**src/rtl/burst_psel_pkg.sv**
```systemverilog
package burst_psel_pkg;

    typedef enum logic {
        ST_ACQ  = 1'b0,
        ST_LOCK = 1'b1
    } psel_mode_e;

    // Index arithmetic on a ring of m taps.
    function automatic int unsigned ring_add(int unsigned a, int unsigned b, int unsigned m);
        return (a + b) % m;
    endfunction

endpackage

```
**src/rtl/psel_edge_det.sv**
```systemverilog
module psel_edge_det #(
    parameter int NTAPS = 8
) (
    input  logic [NTAPS-1:0] samp,
    input  logic             prev_last,
    input  logic             prev_ok,
    output logic [NTAPS-1:0] edges
);
    // Position 0 straddles the bit boundary.
    assign edges[0] = prev_ok & (prev_last ^ samp[0]);

    generate
        for (genvar i = 1; i < NTAPS; i++) begin : g_pos
            assign edges[i] = samp[i] ^ samp[i-1];
        end
    endgenerate
endmodule

```
**src/rtl/psel_hist.sv**
```systemverilog
module psel_hist #(
    parameter int NTAPS = 8,
    parameter int CW    = 4,
    parameter int SW    = 7
) (
    input  logic [NTAPS-1:0][CW-1:0] hist_q,
    input  logic [NTAPS-1:0]         edges,
    output logic [NTAPS-1:0][CW-1:0] hist_inc,
    output logic [SW-1:0]            total
);
    generate
        for (genvar i = 0; i < NTAPS; i++) begin : g_bin
            assign hist_inc[i] = hist_q[i] + CW'(edges[i]);
        end
    endgenerate

    always_comb begin
        total = '0;
        for (int i = 0; i < NTAPS; i++) begin
            total = total + SW'(hist_inc[i]);
        end
    end
endmodule

```
**src/rtl/psel_peak.sv**
```systemverilog
module psel_peak #(
    parameter int NTAPS = 8,
    parameter int CW    = 4,
    parameter int TW    = 3
) (
    input  logic [NTAPS-1:0][CW-1:0] hist,
    output logic [TW-1:0]            peak
);
    logic [CW-1:0] best;

    // Strict comparison keeps the lowest position on a tie.
    always_comb begin
        best = '0;
        peak = '0;
        for (int i = 0; i < NTAPS; i++) begin
            if (hist[i] > best) begin
                best = hist[i];
                peak = TW'(i);
            end
        end
    end
endmodule

```
**src/rtl/burst_phase_sel.sv**
```systemverilog
module burst_phase_sel
    import burst_psel_pkg::*;
#(
    parameter int NTAPS     = 8,
    parameter int WIN_BITS  = 8,
    parameter int MIN_EDGES = 4,
    parameter int BYTE_BITS = 8
) (
    input  logic             clk,
    input  logic             rst_n,
    input  logic             rearm,
    input  logic [NTAPS-1:0] samp,
    output logic             lock,
    output logic             dout,
    output logic             dvalid,
    output logic             byte_tick
);
    localparam int TW = $clog2(NTAPS);
    localparam int CW = $clog2(WIN_BITS + 1);
    localparam int SW = $clog2(NTAPS * WIN_BITS + 1);
    localparam int BW = $clog2(BYTE_BITS);
    localparam int unsigned HALF = NTAPS / 2;
    localparam logic [CW-1:0] WIN_LAST  = CW'(WIN_BITS - 1);
    localparam logic [SW-1:0] MIN_V     = SW'(MIN_EDGES);
    localparam logic [BW-1:0] TICK_LAST = BW'(BYTE_BITS - 1);

    typedef struct packed {
        psel_mode_e              mode;
        logic [CW-1:0]           win;
        logic [NTAPS-1:0][CW-1:0] hist;
        logic [TW-1:0]           sel;
        logic                    prev_last;
        logic                    prev_ok;
        logic                    s1;
        logic                    s1_v;
        logic                    dout;
        logic                    dvalid;
        logic [BW-1:0]           tick;
    } psel_st_t;

    psel_st_t q, d;

    logic [NTAPS-1:0]          edges;
    logic [NTAPS-1:0][CW-1:0]  hist_inc;
    logic [SW-1:0]             total;
    logic [TW-1:0]             peak;
    logic [TW-1:0]             sel_pick;
    logic [TW-1:0]             sel_w;

    psel_edge_det #(.NTAPS(NTAPS)) u_edge (
        .samp      (samp),
        .prev_last (q.prev_last),
        .prev_ok   (q.prev_ok),
        .edges     (edges)
    );

    psel_hist #(.NTAPS(NTAPS), .CW(CW), .SW(SW)) u_hist (
        .hist_q   (q.hist),
        .edges    (edges),
        .hist_inc (hist_inc),
        .total    (total)
    );

    psel_peak #(.NTAPS(NTAPS), .CW(CW), .TW(TW)) u_peak (
        .hist (hist_inc),
        .peak (peak)
    );

    // Eye centre: half a bit period away from the dominant transition.
    assign sel_pick = TW'(ring_add(32'(peak), HALF, NTAPS));

    always_comb begin
        d = q;

        d.tick      = (q.tick == TICK_LAST) ? '0 : q.tick + 1'b1;
        d.prev_last = samp[NTAPS-1];
        d.prev_ok   = 1'b1;

        // Two-stage retiming: sample, then present.
        d.s1     = samp[q.sel];
        d.s1_v   = (q.mode == ST_LOCK);
        d.dout   = q.s1;
        d.dvalid = q.s1_v;

        if (q.mode == ST_ACQ) begin
            if (q.win == WIN_LAST) begin
                d.win  = '0;
                d.hist = '0;
                if (total >= MIN_V) begin
                    d.mode = ST_LOCK;
                    d.sel  = sel_pick;
                end
            end else begin
                d.win  = q.win + 1'b1;
                d.hist = hist_inc;
            end
        end

        if (rearm) begin
            d.mode    = ST_ACQ;
            d.win     = '0;
            d.hist    = '0;
            d.sel     = '0;
            d.prev_ok = 1'b0;
            d.s1      = 1'b0;
            d.s1_v    = 1'b0;
            d.dout    = 1'b0;
            d.dvalid  = 1'b0;
        end
    end

    always_ff @(posedge clk or negedge rst_n) begin
        if (!rst_n) begin
            q <= '0;
        end else begin
            q <= d;
        end
    end

    assign lock      = (q.mode == ST_LOCK);
    assign dout      = q.dout;
    assign dvalid    = q.dvalid;
    assign byte_tick = (q.tick == TICK_LAST);
    assign sel_w     = q.sel;

endmodule

```
**config.mk**
```make
export PLATFORM = sky130hd
export DESIGN_NAME = burst_phase_sel
export DESIGN_NICKNAME = d
export VERILOG_FILES = /design/src/rtl/burst_psel_pkg.sv /design/src/rtl/psel_edge_det.sv /design/src/rtl/psel_hist.sv /design/src/rtl/psel_peak.sv /design/src/rtl/burst_phase_sel.sv
export SDC_FILE = /design/constraint.sdc
export NUM_CORES = 1
export LEC_CHECK = 0
export BUFFER_PORTS_ARGS = -buffer_cell sky130_fd_sc_hd__buf_2
export CAP_MARGIN = 20
export CELL_PAD_IN_SITES_DETAIL_PLACEMENT = 1
export CELL_PAD_IN_SITES_GLOBAL_PLACEMENT = 1
export CORE_MARGIN = 5
export CORE_UTILIZATION = 25
export DETAILED_ROUTE_END_ITERATION = 6
export PLACE_DENSITY_LB_ADDON = 0.1
export SYNTH_ARGS = -nofsm -noshare
export SYNTH_HDL_FRONTEND = slang
export SYNTH_SLANG_ARGS = --single-unit
```
**constraint.sdc**
```tcl
create_clock -name clk -period 19.2 [get_ports clk]
set_input_delay 2.88 -clock clk [delete_from_list [all_inputs] [get_ports clk]]
set_output_delay 2.88 -clock clk [all_outputs]
set_load 0.05 [all_outputs]
```
==> results of run 1 <==
[stage by stage]
step / instances / utilization, % / hold WS (ns) / worst slack, ns
global route: 727 / 28.15 / 0.4610 / 3.427
finish: 727 / 28.15 / 0.4423 / 4.510
global placement: 718 / 27.05 / 0.4224 / 4.356
detailed placement: 718 / 27.05 / 0.4263 / 4.213
floorplan: 484 / - / 0.4031 / 5.783
CTS: 726 / 27.99 / 0.4379 / 4.462
[logic make-up (layout without fill, tap and decap cells)]
group	count (synthesis)	count (layout)	share of synthesized area, %
AO/OA/AOI/OAI	125	125	19.26
AND/OR/NAND/NOR	118	118	12.58
adder cells (fa/ha/maj)	74	74	23.87
buffers and inverters	69	83	5.955
flip-flops	49	49	27.40
XOR/XNOR	34	34	6.654
multiplexers	15	15	4.277
[layout by cell type (no fill, tap or decap), types with 3 or more instances in the layout]
cell / n
and3_1: 4
nand3_1: 16
a21oi_1: 14
xnor2_1: 14
a31o_2: 4
nor2b_1: 9
and2_1: 3
o22ai_1: 3
buf_2: 14
o21ai_0: 50
a31oi_1: 8
xor2_1: 20
o21bai_1: 4
nand2_1: 41
fa_1: 19
buf_4: 3
a21o_1: 4
clkbuf_16: 5
ha_1: 55
a22o_1: 7
mux2_2: 5
nand2b_1: 4
mux2i_1: 6
inv_1: 56
o211ai_1: 4
nor2_1: 27
dfrtp_1: 49
[state kept, by name, summed over array words and instances, names as in the netlist]
| register | count |
|---|---|
| dout | 1 |
| sel_w | 3 |
| lock | 1 |
| dvalid | 1 |
| q | 43 |
[layout make-up]
type | instances | area, µm² | share of cell area [%]
Multi-Input combinational cell | 366 | 2990 | 59.75
Timing Repair Buffer | 18 | 120.1 | 2.400
Tap cell | 229 | 286.5 | 5.725
Clock inverter | 2 | 38.79 | 0.7750
Clock buffer | 6 | 128.9 | 2.575
Sequential cell | 49 | 1226 | 24.50
Inverter | 57 | 214.0 | 4.275
[cell usage after synthesis, types with 3 or more instances]
library cell / number / area (µm²)
a21o_1: 4 / 30.03
a21oi_1: 14 / 70.07
a22o_1: 7 / 61.31
a31o_2: 4 / 35.03
a31oi_1: 8 / 50.05
and2_1: 3 / 18.77
and3_1: 4 / 25.02
clkbuf_1: 11 / 41.29
dfrtp_1: 49 / 1226
fa_1: 19 / 380.4
ha_1: 55 / 688.2
inv_1: 56 / 210.2
mux2_2: 5 / 56.30
mux2i_1: 6 / 60.06
nand2_1: 41 / 153.9
nand2b_1: 4 / 25.02
nand3_1: 16 / 80.08
nor2_1: 27 / 101.4
nor2b_1: 10 / 62.56
o211ai_1: 4 / 30.03
o21ai_0: 50 / 250.2
o21bai_1: 4 / 30.03
o22ai_1: 3 / 18.77
xnor2_1: 14 / 122.6
xor2_1: 20 / 175.2
[per-layer routing]
metal / wire, µm / up-vias
li1: - / 1710
met1: 6614 / 1709
met2: 5742 / 24
met3: 222 / 9
met4: 126 / 0
met5: 0 / -
[final timing paths]
path	to	cells past startpoint	slack (ns)	start
worst max-delay path	sel_w[0]	52	4.51	samp[0]
worst min-delay path	q[0]	1	0.44	q[0]
worst max register to register	sel_w[0]	51	6.85	q[8]
worst min register to register	q[0]	1	0.44	q[0]
max in group asynchronous	q[27]	2	16.03	rst_n
min in group asynchronous	q[17]	2	2.68	rst_n
==> results by group, run 1 <==
Global routing
  – Grt met1 use: 18.94%
  – Largest net degree at the start of global routing: 50
  – First-pass GRT wire length: 21.11 mm
  – Initial antenna violation count: 0
  – Number of global-route vias before repair: 3820
  – Total congestion overflow: 0
  – Busiest grt layer: met2
  – Total Routing Usage GR: 13.06%
  – Met2 usage: 20.85%
  – Met3 usage: 1.963%

Floorplan
  – Die area: 20680 µm²
  – Num ports: 15
  – Die Span X: 143.8 µm
  – Die height: 143.8 µm
  – CORE AREA: 17780 µm²
  – Initial Util: 25.17%
  – Num rows: 49

Placement
  – # port buffers: 14
  – DPL Wire Length: 10.16 mm
  – Area after DPL: 4810 µm²
  – Gp weighted congestion: 0.7748

Critical path
  – CP max stage delay: 0.53 ns
  – Most frequent CP cell: ha_1
  – Worst path bufs/invs: 1
  – CP delay by family, top: compound AO/OA/AOI/OAI gates
  – Crit path max fanout: 11
  – Type of origin of the critical path: input port
  – CP max-delay cell: a221oi_1
  – Worst setup EP type: flip-flop
  – WS Path Type: in2reg
  – WP data required: 19.39 ns
  – Arr. time, crit path: 14.88 ns

Drt
  – Via total after detailed routing: 3452
  – Final ANT Viol Nets: 0
  – Drt drc: 0
  – Drt wl/cell: 17.48 µm
  – Pre-Repair DR Iteration Count: 4
  – Wirelength, routed: 12.71 mm
  – 1st-iter DRT viols: 101
  – Vias/cell: 4.748

Layout
  – Ant. Diodes: 0
  – Area Overhead vs Synth: 11.83%
  – Fill count: 2080
  – Share of cells above drive strength 1: 10.84%
  – Design area: 5005 µm²
  – Final nets: 582

Clock tree
  – H-tree depth: 2
  – Number of CTS-inserted buffers: 5
  – Clk sink count: 49
  – TritonCTS clock tree: built
  – Post-CTS Hold Buffers: 0
  – Clk pin slew, worst setup/hold paths: 0.08 ns
  – Root buf cell: clkbuf_16
  – Clock Path Buffers: 2
  – Post-CTS Repair Setup Buffers: 0
  – Worst skew pair latency: 0.30 ns
  – Post_cts resized: 0

STA
  – Final Hold Fails: 0
  – Fin Setup TNS: 0 ns
  – Slew @ Worst Pin: 0.6842 ns
  – Final Max Slew Viols: 0
  – Worst slew margin: 54.39%
  – Clock Skew: 0.008361 ns
  – Min Tclk post-route: 14.69 ns
  – Fmax: 68.07 MHz
  – Final setup fails: 0
  – Tcrit/Tclk final: 76.51%
  – Unrepaired setup endpoints after global routing: no

Outcome
  – Outcome: finished clean

Synthesis
  – Syn nets: 569
  – Yosys warnings: 0
  – Main flop type after synthesis: dfrtp_1
  – Syn Std Cell Area: 4476 µm²
  – Post-synthesis register bit count: 49
  – Asr flop ratio synth: 100.0%
  – Library cells used by synthesis: 62
  – Post-synthesis sequential area ratio: 27.40%
  – Number of synthesized flops with an enable pin: 0
  – Gate Count Post-Synth: 484
  – Avg Cell Area, Syn: 9.247 µm²

Min path
  – Min-Delay Path Class: reg2reg

Job
  – Max Cap Violations: 0
Power of run 1 is left out: the tool's default activity adds up to more than one toggle a clock period on the data nets, which glitch-free logic cannot reach.
==> run 2, diff against run 1 <==
- clock period: 19.2 -> 13.63 ns (I/O delays scaled with it)
==> run 2 against run 1 <==
Effect of this change: clock skew fell by 0.0015 ns; worst setup slack lost 3.8 ns; die area is the same; design area is 2.5% higher; register-to-register slack worse by 4.6 ns.
==> results by group, run 2 (synthesized netlist as in run 1, its figures left out) <==
Layout
  – Fill count: 2071 (-0.43%)
  – Design area: 5131 µm² (+2.5%)
  – Commonest non-fill, non-tap cells in the layout: 55 x inv_1, 55 x ha_1, 49 x o21ai_0, 49 x dfrtp_1, 41 x nand2_1
  – Final nets: 594 (+2.1%)
  – Max reg flops: 43 (unchanged)
  – FF/Latch Area: 1226 µm² (unchanged)
  – Area Overhead vs Synth: 14.65%
  – Final cell count without fillers: 739 (+1.7%)
  – Ant. Diodes: 0 (unchanged)
  – Share of cells above drive strength 1: 15.29% (+4.5 points)
  – Biggest register: q
  – Multi-input logic area: 3068 µm² (+2.6%)

Placement
  – Inst Count DP: 721 (+0.42%)
  – Gp weighted congestion: 0.8679 (+12%)
  – Area after DPL: 4832 µm² (+0.47%)
  – DPL Wire Length: 10.32 mm (+1.6%)
  – # port buffers: 14 (unchanged)
  – Post-Place Worst Slack: -0.2169 ns (-4.430 ns)

Min path
  – Hold path endpoint: q[0]
  – Min-Delay Path Class: reg2reg
  – Hold Path Origin: q[0]
  – Hold path depth: 1 (unchanged)

STA
  – Clock Skew: 0.006816 ns (-0.001545 ns)
  – Final Hold Fails: 0 (unchanged)
  – Slew @ Worst Pin: 0.7181 ns (+0.03391 ns)
  – Tcrit/Tclk final: 94.71%
  – Final setup fails: 0 (unchanged)
  – Worst slew margin: 52.13% (-2.3 points)
  – Fmax: 77.46 MHz
  – Fin Setup TNS: 0 ns (unchanged)
  – Min Tclk post-route: 12.91 ns
  – Final Max Slew Viols: 0 (unchanged)
  – PnR worst setup slack: 0.7207 ns (-3.789 ns)

Critical path
  – Type of origin of the critical path: input port
  – Worst setup EP type: flip-flop
  – Worst reg2reg path endpoint: sel_w[0]
  – Arr. time, crit path: 13.10 ns (-1.78 ns)
  – CP max stage delay: 0.40 ns (-0.13 ns)
  – WS Path Type: in2reg
  – R2R Setup Slk: 2.26 ns (-4.59 ns)
  – Worst r2r src: q[8]
  – Crit path max fanout: 6 (-5)
  – Most frequent CP cell: ha_1
  – R2R depth: 56 (+9.8%)
  – WP data required: 13.82 ns (-5.57 ns)
  – CP max-delay cell: mux2_2

Floorplan
  – Num ports: 15 (unchanged)
  – Initial Util: 25.17% (unchanged)
  – Die area: 20680 µm² (unchanged)
  – Die height: 143.8 µm (unchanged)
  – Num rows: 49 (unchanged)
  – Die Span X: 143.8 µm (unchanged)
  – CORE AREA: 17780 µm² (unchanged)

Global routing
  – Total congestion overflow: 0 (unchanged)
  – First-pass GRT wire length: 21.77 mm (+3.1%)
  – Largest net degree at the start of global routing: 50 (unchanged)
  – Total Routing Usage GR: 13.69% (+0.63 points)
  – Number of global-route vias before repair: 3831 (+0.29%)
  – Initial antenna violation count: 0 (unchanged)

Clock tree
  – H-tree depth: 2 (unchanged)
  – Clk sink count: 49 (unchanged)
  – Clk pin slew, worst setup/hold paths: 0.08 ns (about the same)
  – Worst skew pair latency: 0.30 ns (about the same)
  – Number of CTS-inserted buffers: 5 (unchanged)
  – TritonCTS clock tree: built
  – Root buf cell: clkbuf_16
  – Clock Path Buffers: 2 (unchanged)

Drt
  – Final ANT Viol Nets: 0 (unchanged)
  – Drt wl/cell: 17.96 µm (+2.8%)
  – Vias/cell: 4.819 (+1.5%)
  – Pre-Repair DR Iteration Count: 5 (+1)
  – Drt drc: 0 (unchanged)
  – Wirelength, routed: 13.27 mm (+4.5%)
  – 1st-iter DRT viols: 163 (+61%)
  – Via total after detailed routing: 3561 (+3.2%)

Outcome
  – Outcome: finished clean

Job
  – Max Cap Violations: 0 (unchanged)
run 2: cell type report:
class,count,share of cell area (%)
Clock buffer,5,2.438
Clock inverter,3,0.4145
Inverter,57,4.170
Multi-Input combinational cell,366,59.79
Sequential cell,49,23.90
Tap cell,229,5.584
Timing Repair Buffer,30,3.706
run 2: metrics by stage:
step                hold slack, ns  util [%]
global placement            0.4147     27.18
floorplan                   0.4031         -
finish                      0.4322     28.86
detailed placement          0.4233     27.18
CTS                         0.4336     28.00
global route                0.4607     28.86
run 2: layer usage:
layer / up-vias / routed length [µm] / track usage [%]
met5: - / 0 / 0
met4: 0 / 187 / 3.320
met3: 12 / 264 / 1.997
met2: 27 / 6143 / 22.10
met1: 1791 / 6676 / 19.32
li1: 1731 / - / -
run 2: worst max path at each step:
stage	slack, ns	end	startpoint
floorplan	1.05	sel_w[0]	samp[0]
global placement	0.16	sel_w[0]	samp[0]
detailed placement	-0.22	sel_w[0]	samp[0]
CTS	0.04	sel_w[0]	samp[0]
global route	-0.05	sel_w[0]	samp[0]
finish	0.72	sel_w[0]	samp[1]
run 2: repair_timing:
item / CTS / global route
setup buffers: 0 / 10
hold buffers: 0 / 0
gates resized for setup: 0 / 14
endpoints found under the setup margin: 0 / 3
hold endpoints to repair: 0 / 0
run 2: worst max-delay path: cells and delay by family:
| kind | cells | cell delay, ns |
|---|---|---|
| xor+xnor | 2 | 0.41 |
| mux | 5 | 1.62 |
| compound gates | 22 | 4.10 |
| buf+inv | 3 | 0.42 |
| simple gates | 14 | 1.89 |
| fa+ha+maj | 9 | 2.61 |
Power of run 2 is left out for the same reason.
